[src/rtl/vls_pkg.sv]
package vls_pkg;

  typedef enum logic [2:0] {
    D_NONE       = 3'd0,
    D_SYNC_START = 3'd1,
    D_SYNC_END   = 3'd2,
    D_SYNC_EVENT = 3'd3,
    D_PIXEL      = 3'd4,
    D_NULL       = 3'd5,
    D_BLANK      = 3'd6,
    D_LP         = 3'd7
  } descType_e;

  typedef enum logic [2:0] {
    S_IDLE, S_SYNC_A, S_SYNC_B, S_PIX, S_NUL, S_BLANK, S_LP
  } schedState_e;

  // control -> datapath strobes
  typedef struct packed {
    logic lineStart;
    logic pixAccept;
    logic loadTail;
    logic stall;
  } dpStrobe_t;

  // datapath -> control status
  typedef struct packed {
    logic lastChunk;
    logic allSent;
    logic remZero;
    logic lpFits;
    logic nullOn;
  } dpStatus_t;

endpackage

[src/rtl/vls_dpath.sv]
module vls_dpath
  import vls_pkg::*;
#(
  parameter int LEN_W   = 16,
  parameter int CHUNK_W = 8
) (
  input  logic               clk,
  input  logic               rstN,
  input  dpStrobe_t          strobe,
  input  descType_e          curType,
  input  logic               burst,
  input  logic [LEN_W-1:0]   cfgActivePix,
  input  logic [LEN_W-1:0]   cfgPktSize,
  input  logic [LEN_W-1:0]   cfgNullSize,
  input  logic [LEN_W-1:0]   cfgLineTime,
  input  logic [LEN_W-1:0]   cfgLpOverhead,
  input  logic [CHUNK_W-1:0] cfgChunkCount,
  output dpStatus_t          status,
  output logic [LEN_W-1:0]   descLen,
  output logic               underrun
);

  localparam logic [LEN_W-1:0]   CNT_MAX  = '1;
  localparam logic [CHUNK_W:0]   ONE_CHNK = (CHUNK_W+1)'(1);

  logic [LEN_W-1:0]   lineCnt;
  logic [LEN_W-1:0]   tailLen;
  logic [LEN_W-1:0]   remLen;
  logic [LEN_W:0]     cntNext;
  logic [CHUNK_W-1:0] chunkIdx;
  logic [CHUNK_W:0]   chunkTarget;
  logic [CHUNK_W:0]   idxPlusOne;

  // byte-clock line counter, restarted by every line start
  always_ff @(posedge clk) begin
    if (!rstN)                 lineCnt <= '0;
    else if (strobe.lineStart) lineCnt <= '0;
    else if (lineCnt != CNT_MAX) lineCnt <= lineCnt + 1'b1;
  end

  // remaining time as it will be seen in the next cycle
  always_comb begin
    cntNext        = {1'b0, lineCnt} + 1'b1;
    remLen         = cfgLineTime - cntNext[LEN_W-1:0];
    status.remZero = ({1'b0, cfgLineTime} <= cntNext);
    status.lpFits  = (remLen >= cfgLpOverhead);
    chunkTarget    = (burst || cfgChunkCount == '0) ? ONE_CHNK : {1'b0, cfgChunkCount};
    idxPlusOne     = {1'b0, chunkIdx} + 1'b1;
    status.lastChunk = (idxPlusOne >= chunkTarget);
    status.allSent   = ({1'b0, chunkIdx} >= chunkTarget);
    status.nullOn    = !burst && (cfgChunkCount != '0) && (cfgNullSize != '0);
  end

  always_ff @(posedge clk) begin
    if (!rstN)                 chunkIdx <= '0;
    else if (strobe.lineStart) chunkIdx <= '0;
    else if (strobe.pixAccept) chunkIdx <= chunkIdx + 1'b1;
  end

  always_ff @(posedge clk) begin
    if (!rstN)                tailLen <= '0;
    else if (strobe.loadTail) tailLen <= remLen;
  end

  always_ff @(posedge clk) begin
    if (!rstN)                 underrun <= 1'b0;
    else if (strobe.lineStart) underrun <= 1'b0;
    else if (strobe.stall)     underrun <= 1'b1;
  end

  always_comb begin
    unique case (curType)
      D_PIXEL:       descLen = burst ? cfgActivePix : cfgPktSize;
      D_NULL:        descLen = cfgNullSize;
      D_BLANK, D_LP: descLen = tailLen;
      default:       descLen = '0;
    endcase
  end

  AST_CNT_STEP: assert property (@(posedge clk) disable iff (!rstN)
    (!strobe.lineStart && lineCnt != CNT_MAX) |=> lineCnt == LEN_W'($past(lineCnt) + 1'b1))
    else $error("AST_CNT_STEP");
  AST_CNT_RESTART: assert property (@(posedge clk) disable iff (!rstN)
    strobe.lineStart |=> lineCnt == '0)
    else $error("AST_CNT_RESTART");
  AST_UNDERRUN_SET: assert property (@(posedge clk) disable iff (!rstN)
    (strobe.stall && !strobe.lineStart) |=> underrun)
    else $error("AST_UNDERRUN_SET");
  AST_UNDERRUN_CLR: assert property (@(posedge clk) disable iff (!rstN)
    strobe.lineStart |=> !underrun)
    else $error("AST_UNDERRUN_CLR");

endmodule

[src/rtl/vls_ctrl.sv]
module vls_ctrl
  import vls_pkg::*;
(
  input  logic      clk,
  input  logic      rstN,
  input  logic [1:0] cfgMode,
  input  logic      cfgLpEn,
  input  logic      cfgAckEn,
  input  logic      hsync,
  input  logic      vsync,
  input  logic      lastLineIn,
  input  logic      descReady,
  input  dpStatus_t status,
  output dpStrobe_t strobe,
  output descType_e curType,
  output logic      descValid,
  output logic      descAckReq
);

  schedState_e stateQ, stateD, tailPick;
  logic lastLineQ, waitFrame, lineStart, accept;

  always_comb begin
    lineStart = vsync | (hsync & ~waitFrame);
    descValid = (stateQ != S_IDLE);
    accept    = descValid & descReady;

    unique case (stateQ)
      S_SYNC_A: curType = (cfgMode == 2'b00) ? D_SYNC_START : D_SYNC_EVENT;
      S_SYNC_B: curType = D_SYNC_END;
      S_PIX:    curType = D_PIXEL;
      S_NUL:    curType = D_NULL;
      S_BLANK:  curType = D_BLANK;
      S_LP:     curType = D_LP;
      default:  curType = D_NONE;
    endcase

    if (status.remZero)                            tailPick = S_IDLE;
    else if (lastLineQ || (cfgLpEn && status.lpFits)) tailPick = S_LP;
    else                                           tailPick = S_BLANK;

    stateD   = stateQ;
    strobe.loadTail = 1'b0;
    if (lineStart) begin
      stateD = S_SYNC_A;
    end else if (accept) begin
      unique case (stateQ)
        S_SYNC_A: stateD = (cfgMode == 2'b00) ? S_SYNC_B : S_PIX;
        S_SYNC_B: stateD = S_PIX;
        S_PIX: begin
          if (status.nullOn)         stateD = S_NUL;
          else if (status.lastChunk) begin stateD = tailPick; strobe.loadTail = 1'b1; end
          else                       stateD = S_PIX;
        end
        S_NUL: begin
          if (status.allSent) begin stateD = tailPick; strobe.loadTail = 1'b1; end
          else                stateD = S_PIX;
        end
        default: stateD = S_IDLE;
      endcase
    end

    strobe.lineStart = lineStart;
    strobe.pixAccept = accept && (stateQ == S_PIX) && !lineStart;
    strobe.stall     = descValid && !descReady;
    descAckReq       = (stateQ == S_LP) && lastLineQ && cfgAckEn;
  end

  always_ff @(posedge clk) begin
    if (!rstN) begin
      stateQ    <= S_IDLE;
      lastLineQ <= 1'b0;
      waitFrame <= 1'b0;
    end else begin
      stateQ <= stateD;
      if (lineStart) begin
        lastLineQ <= lastLineIn;
        waitFrame <= lastLineIn;
      end
    end
  end

  AST_ACK_ON_LP: assert property (@(posedge clk) disable iff (!rstN)
    descAckReq |-> (descValid && curType == D_LP))
    else $error("AST_ACK_ON_LP");
  AST_LAST_NO_BLANK: assert property (@(posedge clk) disable iff (!rstN)
    (descValid && lastLineQ) |-> curType != D_BLANK)
    else $error("AST_LAST_NO_BLANK");
  AST_TYPE_HOLD: assert property (@(posedge clk) disable iff (!rstN)
    (strobe.stall && !lineStart) |=> (descValid && $stable(curType)))
    else $error("AST_TYPE_HOLD");
  AST_BURST_ONE: assert property (@(posedge clk) disable iff (!rstN)
    (stateQ == S_PIX && accept && cfgMode[1] && !lineStart) |=> stateQ != S_PIX)
    else $error("AST_BURST_ONE");
  AST_HSYNC_GATED: assert property (@(posedge clk) disable iff (!rstN)
    (waitFrame && hsync && !vsync && stateQ == S_IDLE) |=> stateQ == S_IDLE)
    else $error("AST_HSYNC_GATED");

endmodule

[src/rtl/vid_line_sched.sv]
module vid_line_sched
  import vls_pkg::*;
#(
  parameter int LEN_W   = 16,
  parameter int CHUNK_W = 8
) (
  input  logic               clk,
  input  logic               rstN,
  input  logic [1:0]         cfgMode,
  input  logic [LEN_W-1:0]   cfgActivePix,
  input  logic [LEN_W-1:0]   cfgPktSize,
  input  logic [CHUNK_W-1:0] cfgChunkCount,
  input  logic [LEN_W-1:0]   cfgNullSize,
  input  logic [LEN_W-1:0]   cfgLineTime,
  input  logic [LEN_W-1:0]   cfgLpOverhead,
  input  logic               cfgLpEn,
  input  logic               cfgAckEn,
  input  logic               hsync,
  input  logic               vsync,
  input  logic               lastLine,
  input  logic               descReady,
  output logic               descValid,
  output logic [2:0]         descType,
  output logic [LEN_W-1:0]   descLen,
  output logic               descAckReq,
  output logic               underrun
);

  dpStrobe_t strobe;
  dpStatus_t status;
  descType_e curType;

  vls_ctrl uCtrl (
    .clk(clk), .rstN(rstN), .cfgMode(cfgMode), .cfgLpEn(cfgLpEn), .cfgAckEn(cfgAckEn),
    .hsync(hsync), .vsync(vsync), .lastLineIn(lastLine), .descReady(descReady),
    .status(status), .strobe(strobe), .curType(curType),
    .descValid(descValid), .descAckReq(descAckReq)
  );

  vls_dpath #(.LEN_W(LEN_W), .CHUNK_W(CHUNK_W)) uDpath (
    .clk(clk), .rstN(rstN), .strobe(strobe), .curType(curType), .burst(cfgMode[1]),
    .cfgActivePix(cfgActivePix), .cfgPktSize(cfgPktSize), .cfgNullSize(cfgNullSize),
    .cfgLineTime(cfgLineTime), .cfgLpOverhead(cfgLpOverhead), .cfgChunkCount(cfgChunkCount),
    .status(status), .descLen(descLen), .underrun(underrun)
  );

  assign descType = curType;

  AST_LEN_HOLD: assert property (@(posedge clk) disable iff (!rstN)
    (descValid && !descReady && !strobe.lineStart) |=> $stable(descLen))
    else $error("AST_LEN_HOLD");
  AST_TAIL_NONZERO: assert property (@(posedge clk) disable iff (!rstN)
    (descValid && (descType == D_BLANK || descType == D_LP)) |-> descLen != '0)
    else $error("AST_TAIL_NONZERO");

endmodule

[config.mk]
export PLATFORM = sky130hd
export DESIGN_NAME = vid_line_sched
export DESIGN_NICKNAME = d
export VERILOG_FILES = /design/src/rtl/vls_pkg.sv /design/src/rtl/vls_dpath.sv /design/src/rtl/vls_ctrl.sv /design/src/rtl/vid_line_sched.sv
export SDC_FILE = /design/constraint.sdc
export NUM_CORES = 1
export LEC_CHECK = 0
export ABC_AREA = 1
export BUFFER_PORTS_ARGS = -buffer_cell sky130_fd_sc_hd__buf_2
export CAP_MARGIN = 20
export CORE_MARGIN = 5
export CORE_UTILIZATION = 50
export CTS_BUF_LIST = sky130_fd_sc_hd__clkbuf_8
export DETAILED_ROUTE_END_ITERATION = 8
export PLACE_DENSITY = 0.91
export SYNTH_ARGS = -nofsm -noshare
export SYNTH_HDL_FRONTEND = slang
export SYNTH_SLANG_ARGS = --single-unit
[constraint.sdc]
create_clock -name clk -period 3.4 [get_ports clk]
set_input_delay 0.68 -clock clk [delete_from_list [all_inputs] [get_ports clk]]
set_output_delay 0.68 -clock clk [all_outputs]
set_load 0.01 [all_outputs]
# After elaboration in Yosys (flattened, before gate mapping)
# Index checks and enable logic that the tools add are counted.
op_classes:
  reduce_logical: 21
  bitwise_logic: 5
  magnitude_cmp: 4
  addsub: 5
  eq_ne: 11
  muxes: 20
ops:
  columns: ["op", "n"]
  rows:
  - ["case mux 16 bit (3 select lines)", 1]
  - ["equality test 3 bit (second input constant)", 7]
  - ["case mux 3 bit (6 select lines)", 1]
  - ["adder 16 x 1 -> 17 bit (second input constant)", 1]
  - ["less-or-equal comparator 16 x 17 -> 1 bit", 1]
  - ["adder 16 x 1 -> 16 bit (second input constant)", 1]
  - ["greater-or-equal comparator 16 bit", 1]
  - ["two-way mux 16 bit", 1]
  - ["!= test 16 bit (second input constant)", 1]
  - ["nonzero test 16 bit", 1]
  - ["subtractor 16 bit", 1]
  - ["two-way mux 3 bit", 4]
  - ["case mux 3 bit (4 select lines)", 1]
  - ["adder 8 x 1 -> 9 bit (second input constant)", 1]
  - ["greater-or-equal comparator 8 x 9 -> 1 bit", 1]
  - ["greater-or-equal comparator 9 bit", 1]
  - ["adder 8 x 1 -> 8 bit (second input constant)", 1]
  - ["logical AND 1 bit", 8]
  - ["zero test 8 bit", 1]
  - ["two-way mux 1 bit", 8]
  - ["two-way mux 8 bit", 1]
  - ["nonzero test 8 bit", 1]
  - ["equality test 3 x 2 -> 1 bit (second input constant)", 2]
  - ["two-way mux 2 bit", 2]
  - ["11 further kinds", 17]
word_totals:
  word_cells: 73
  regBits: 45
  out_inout_bits: 22

# Depth between registers and ports, before layout
logic_depth:
  ltp_word: 12
  mapped_depth: 33
  depth_no_buf: 33

# Modules after synthesis
# From an unflattened synthesis, not the netlist that was laid out.
unflattened:
  hier_cells: 716
  hier_area_um2: 4535.6
by_module_without_submodules:
  columns: ["module", "seq_area_each_um2", "cells_each", "area_each_um2", "instances"]
  rows:
  - ["vls_dpath", 820.8, 646, 4154.0, 1]
  - ["vls_ctrl", 80.1, 70, 381.6, 1]

# Worst setup path before layout
# No wires, ideal clock.
synth_timing:
  path_kind: "reg2reg"
  start: "reg uDpath.lineCnt[0]"
  end: "reg uCtrl.stateQ[0]"
  stages_incl_launch_ff: 34
  t_required_ns: 3.282
  slack_ns: -0.288
  synth_period_minus_slack_ns: 3.688
  t_arrival_ns: 3.569
  cell_sequence: "dfxtp_1 > ha_1 > nand2_1 > inv_1 > nand3_2 > xnor2_1 > inv_1 > ha_1 > inv_1 > o21ai_1 > nor2_1 > nand2_2 > nand3_2 > nand3_2 > nand2_1 > nand2_1 > xor2_1 > inv_1 > ha_1 > nand2_1 > inv_1 > nand3_1 > nor3_1 > nand3_1 > nand3_1 > nand2_1 > nand2_1 > inv_1 > nand3_2 > nand2_1 > nand2_1 > nand3_1 > nand2_1 > a21oi_2"
synth_via:
  elab_chain_cells: 12
synth_rtl:
  columns: ["element", "line_no", "rtl"]
  rows:
  - ["start: declaration", "vls_dpath.sv:26", "logic [LEN_W-1:0] lineCnt;"]
  - ["start signal: assignment", "vls_dpath.sv:38", "else if (lineCnt != CNT_MAX) lineCnt <= lineCnt + 1'b1;"]
  - ["adder 16 x 1 -> 17 bit (*)", "vls_dpath.sv:43", "cntNext = {1'b0, lineCnt} + 1'b1;"]
  - ["subtractor 16 bit (*)", "vls_dpath.sv:44", "remLen = cfgLineTime - cntNext[LEN_W-1:0];"]
  - ["net uDpath.remLen[15]", "vls_dpath.sv:28", "logic [LEN_W-1:0] remLen;"]
  - ["greater-or-equal comparator 16 bit (*)", "vls_dpath.sv:46", "status.lpFits = (remLen >= cfgLpOverhead);"]
  - ["logical AND 1 bit (*)", "vls_ctrl.sv:39", "else if (lastLineQ || (cfgLpEn && status.lpFits)) tailPick = S_LP;"]
  - ["logical OR 1 bit (*)", "vls_ctrl.sv:39", null]
  - ["two-way mux 2 bit (*)", "vls_ctrl.sv:39", null]
  - ["two-way mux 3 bit (*)", "vls_ctrl.sv:38", "if (status.remZero) tailPick = S_IDLE;"]
  - ["two-way mux 3 bit", "vls_ctrl.sv:52", "else if (status.lastChunk) begin stateD = tailPick; strobe.loadTail = 1'b1; end"]
  - ["two-way mux 3 bit", "vls_ctrl.sv:51", "if (status.nullOn) stateD = S_NUL;"]
  - ["case mux 3 bit (4 select lines) (*)", "vls_ctrl.sv:47", "unique case (stateQ)"]
  - ["two-way mux 1 bit (*)", "vls_ctrl.sv:46", "end else if (accept) begin"]
  - ["two-way mux 1 bit (*)", "vls_ctrl.sv:44", "if (lineStart) begin"]
  - ["end signal: assignment", "vls_ctrl.sv:75", "stateQ <= stateD;"]
  - ["end: declaration", "vls_ctrl.sv:20", "schedState_e stateQ, stateD, tailPick;"]
# The timed path passes the listed nets; every way through them passes the cells marked *. The select of a mux whose other input is x is not followed.
# A chain may end at the register's enable or synchronous reset.

# Final worst setup path
layout_timing:
  start: "reg uDpath.lineCnt[1]"
  end: "reg uCtrl.stateQ[1]"
layout_via:
  elab_chain_cells: 10
layout_rtl:
  columns: ["element", "line_no"]
  rows:
  - ["adder 16 x 1 -> 17 bit (*)", "vls_dpath.sv:43"]
  - ["subtractor 16 bit (*)", "vls_dpath.sv:44"]
  - ["net uDpath.remLen[15]", "vls_dpath.sv:28"]
  - ["greater-or-equal comparator 16 bit (*)", "vls_dpath.sv:46"]
  - ["logical AND 1 bit (*)", "vls_ctrl.sv:39"]
  - ["logical OR 1 bit (*)", "vls_ctrl.sv:39"]
  - ["two-way mux 2 bit (*)", "vls_ctrl.sv:39"]
  - ["two-way mux 3 bit (*)", "vls_ctrl.sv:38"]
  - ["two-way mux 3 bit", "vls_ctrl.sv:52"]
  - ["two-way mux 3 bit", "vls_ctrl.sv:51"]
  - ["case mux 3 bit (4 select lines) (*)", "vls_ctrl.sv:47"]
# The timed path passes the listed nets; every way through them passes the cells marked *.

==> summary.txt <==
Floorplan
  – Area of the core: 8760 um2
  – Io pins: 120
  – Site Rows: 34
  – Die Ht: 105 um
  – Die ar.: 11100 um2
  – Starting Density: 51.7%
  – Die Wd: 105 um

Clock tree
  – Clock-pin slew on the worst setup and hold paths: 110 ps
  – Clk_lat worst skew: 310 ps
  – Total CTS buffers: 5
  – Max clock buf depth: 2
  – Htree depth: 2
  – CTS Root Cell: clkbuf_8
  – Post-CTS Hold Buffers: 0
  – CTS tree: yes
  – Clk sinks: 45

Layout
  – Final Net Count: 1042
  – Fin cells: 1009
  – Antenna cells: 0
  – Layout area overhead: 37.2%
  – Core Util, Final: 70.9%
  – Fillers: 631
  – Ratio of cells with drive above 1 in the final layout: 34.4%

Power
  – Pwr dens: 221 nW/um2
  – Gate power share: 35.3%
  – Sequential power share: 38.7%
  – Power share of the clock group: 26.0%
  – Int Pwr: 894 uW
  – Pwr Total: 1.37 mW
  – P_leak: 3.26 nW
  – IR drop worst, VDD: 0.260 mV
  – Sw power: 479 uW
  – Switching portion of total power: 34.9%

Route
  – Drc violations: 0
  – Post-route ant nets: 0
  – Vias: 5777
  – Detailed Route WL: 17000 um
  – 1st-iter DRT viols: 483
  – DR WL/cell: 16.9 um
  – Drt pass-1 iters: 6
  – Vias per cell: 5.73

Yosys
  – Yosys warns: 0
  – Sequential area share after synthesis: 19.9%
  – Mapped Cells: 689
  – Synth top area cells: dfxtp_1 (20%), ha_1 (12%), nand2_1 (11%), inv_1 (8.5%), nor2_1 (5.9%)
  – Synth cell types: 42
  – Mean post-synth cell area: 6.57 um2
  – Flops & latches, synth: 45
  – Syn nets: 831
  – Share of the synthesized area in the top cell type: 19.9%
  – Mapped Area: 4530 um2
  – Cell taking the most area after synthesis: dfxtp_1

Critical path
  – WP buf/inv: 2
  – Depth of the worst register-to-register path: 30
  – Worst Path Class, Setup: reg -> reg
  – Worst path depth: 30
  – Crit path max fanout: 5
  – Capturing point of the worst reg2reg path: uCtrl.stateQ[1]
  – Cell mode on critical path: nand2_1
  – Worst Setup SP: uDpath.lineCnt[1]
  – Slowest stage delay, CP: 370 ps
  – Reg2reg start: uDpath.lineCnt[1]
  – Slowest CP cell: dfxtp_4
  – Critical Path RT: 3640 ps
  – Setup slack, reg-to-reg: -680 ps
  – Critical path data arrival time: 4320 ps
  – CP delay by family, top: simple AND/OR/NAND/NOR gates
  – Worst Setup Start Kind: flop
  – Setup crit end kind: flop

Timing
  – Fin. max-slew vios: 0
  – Clock period minus worst slack: 4080 ps
  – Fmax achieved: 0.245 GHz
  – Final worst setup slack: -682 ps
  – Clock skew: 17.8 ps
  – Slew headroom: 64.5%
  – RSZ-0062 raised after global routing: true
  – Setup Viol. Count Final: 4
  – Slew of the pin with the lowest slew margin: 533 ps
  – Post-route clock period utilization: 120%
  – Endpoints failing hold: 0

Place
  – Placed insts: 987
  – Place WS: -486 ps
  – Hpwl dp: 11600 um
  – Port Buffer Count: 119
  – Gp weighted congestion: 0.933

Global route
  – Largest net degree at the start of global routing: 21
  – Gr usage total: 25.0%
  – GR Layer Usage met3: 4.99%
  – Global-route wire length before repair: 23400 um
  – Met2 global-route usage: 46.3%
  – GR Overflow Total: 0
  – Grt met1 use: 28.6%
  – Vias in the first global route: 5301
  – Antenna violations before repair: 0
  – Top Usage Layer GRT: met2

Worst hold path
  – Hold Crit Class: reg -> reg
  – Hold Crit Depth: 2
  – Worst hold endpoint: uDpath.underrun
  – Hold Path Origin: uDpath.underrun

Outcome
  – Failing checks: negative setup slack
  – Outcome: complete, but fails checks

Flow run
  – Max-Cap Viols: 0
[registers in the layout, indices dropped and copies added (netlist names)]
register,count
uCtrl.stateQ,3
uDpath.lineCnt,16
uDpath.underrun,1
uCtrl.lastLineQ,1
uDpath.tailLen,16
uDpath.chunkIdx,8
[metal layers]
layer	routed length, um	part of all wire [%]	vias to the layer above
met5	0	0	-
met4	1080	6.3	0
met3	1760	10	103
met2	8110	48	365
met1	6060	36	2611
li1	-	-	2698
[cells by family (layout without fill, tap and decap cells)]
family | count (synthesis) | count (layout) | synth area share, %
compound gates | 130 | 130 | 16.5
xor+xnor | 24 | 24 | 4.81
fa+ha+maj | 44 | 44 | 12.3
buf+inv | 122 | 334 | 10.9
flops | 45 | 45 | 19.9
mux | 16 | 16 | 3.54
simple gates | 308 | 308 | 32.1
[per-stage QoR]
stage	area (um2)	TNS, ps	hold slack [ps]
floorplan	4590	-17.0	456
global route	6210	-2200	511
detailed placement	5870	-3400	468
CTS	6030	-739	491
global placement	5870	-1180	465
finish	6210	-1410	486
[worst reg2reg max path, delay by kind of cell (launching register included)]
| family | cells | cell delay [ps] |
|---|---|---|
| AND/OR/NAND/NOR | 21 | 1890 |
| adder cells (fa/ha/maj) | 3 | 780 |
| XOR/XNOR | 2 | 430 |
| flip-flops | 1 | 370 |
| AO/OA/AOI/OAI | 2 | 310 |
| buffers and inverters | 2 | 230 |
[cell usage in the layout, fill, tap and decap left out, drive strengths merged]
cell and n:
buf 216, nand2 150, inv 106, nor2 78
o21ai 55, nand3 55, dfxtp 45, a21oi 43
ha 43, xor2 17, mux2i 16, a22oi 16
nand4 11, xnor2 7, nor4 6, a31oi 5
a211oi 5, clkbuf 5, nor3 5, clkinv 4
a21boi 3, clkinvlp 3, nand3b 2, a21o 2
or3 1, o211ai 1, fa 1
[worst max path at each step]
stage,end
2_1_floorplan,uCtrl.stateQ[0]
3_3_place_gp,uCtrl.stateQ[0]
3_5_place_dp,uCtrl.stateQ[0]
4_1_cts,uCtrl.stateQ[0]
5_1_grt,uCtrl.stateQ[1]
6_report,uCtrl.stateQ[1]
[power groups by stage]
stage | Combinational, mW | Sequential (mW) | Clock, mW
floorplan | 0.221 | 0.545 | 0
global placement | 0.393 | 0.544 | 0
detailed placement | 0.407 | 0.544 | 0
CTS | 0.423 | 0.532 | 0.347
global route | 0.524 | 0.532 | 0.376
finish | 0.485 | 0.531 | 0.358
[layout make-up]
type	instances	area, um2	area share [%]
tap	108	135	2.17
clock buffer	5	68.8	1.11
inverter	108	412	6.63
multi-input combinational	522	3320	53.5
clock inverter	3	20.0	0.322
timing repair inverter	2	15.0	0.242
sequential	45	916	14.7
timing repair buffer	216	1320	21.3
[timing repair]
action                                  CTS  global route
endpoints found under the setup margin    2            18
setup buffers                             5             7
resized for setup                        10            26
pin swaps                                11            19
cloned                                    0             2
[synth_stat cells]
master,count
nor2_4,2
nand4_1,10
buf_6,2
xnor2_1,7
a211oi_1,5
xor2_1,16
nor2_1,71
inv_1,103
nor4_1,6
o21ai_2,1
nor2_8,1
a21oi_2,2
inv_2,2
nand2_1,133
nand2_4,3
or3_1,1
mux2i_1,16
nand2_2,14
o21ai_1,8
a31oi_1,5
buf_1,1
o21ai_0,46
fa_1,1
clkbuf_1,6
buf_4,1
nand3_2,11
o211ai_1,1
buf_8,1
buf_2,3
nand4_4,1
xor2_2,1
a21o_1,2
ha_1,43
nor3_1,5
nand3_1,44
clkinv_1,3
nand3b_1,2
nor2_2,4
dfxtp_1,45
a21boi_2,3
a21oi_1,41
a22oi_1,16
(Power assumes the default switching activity.)
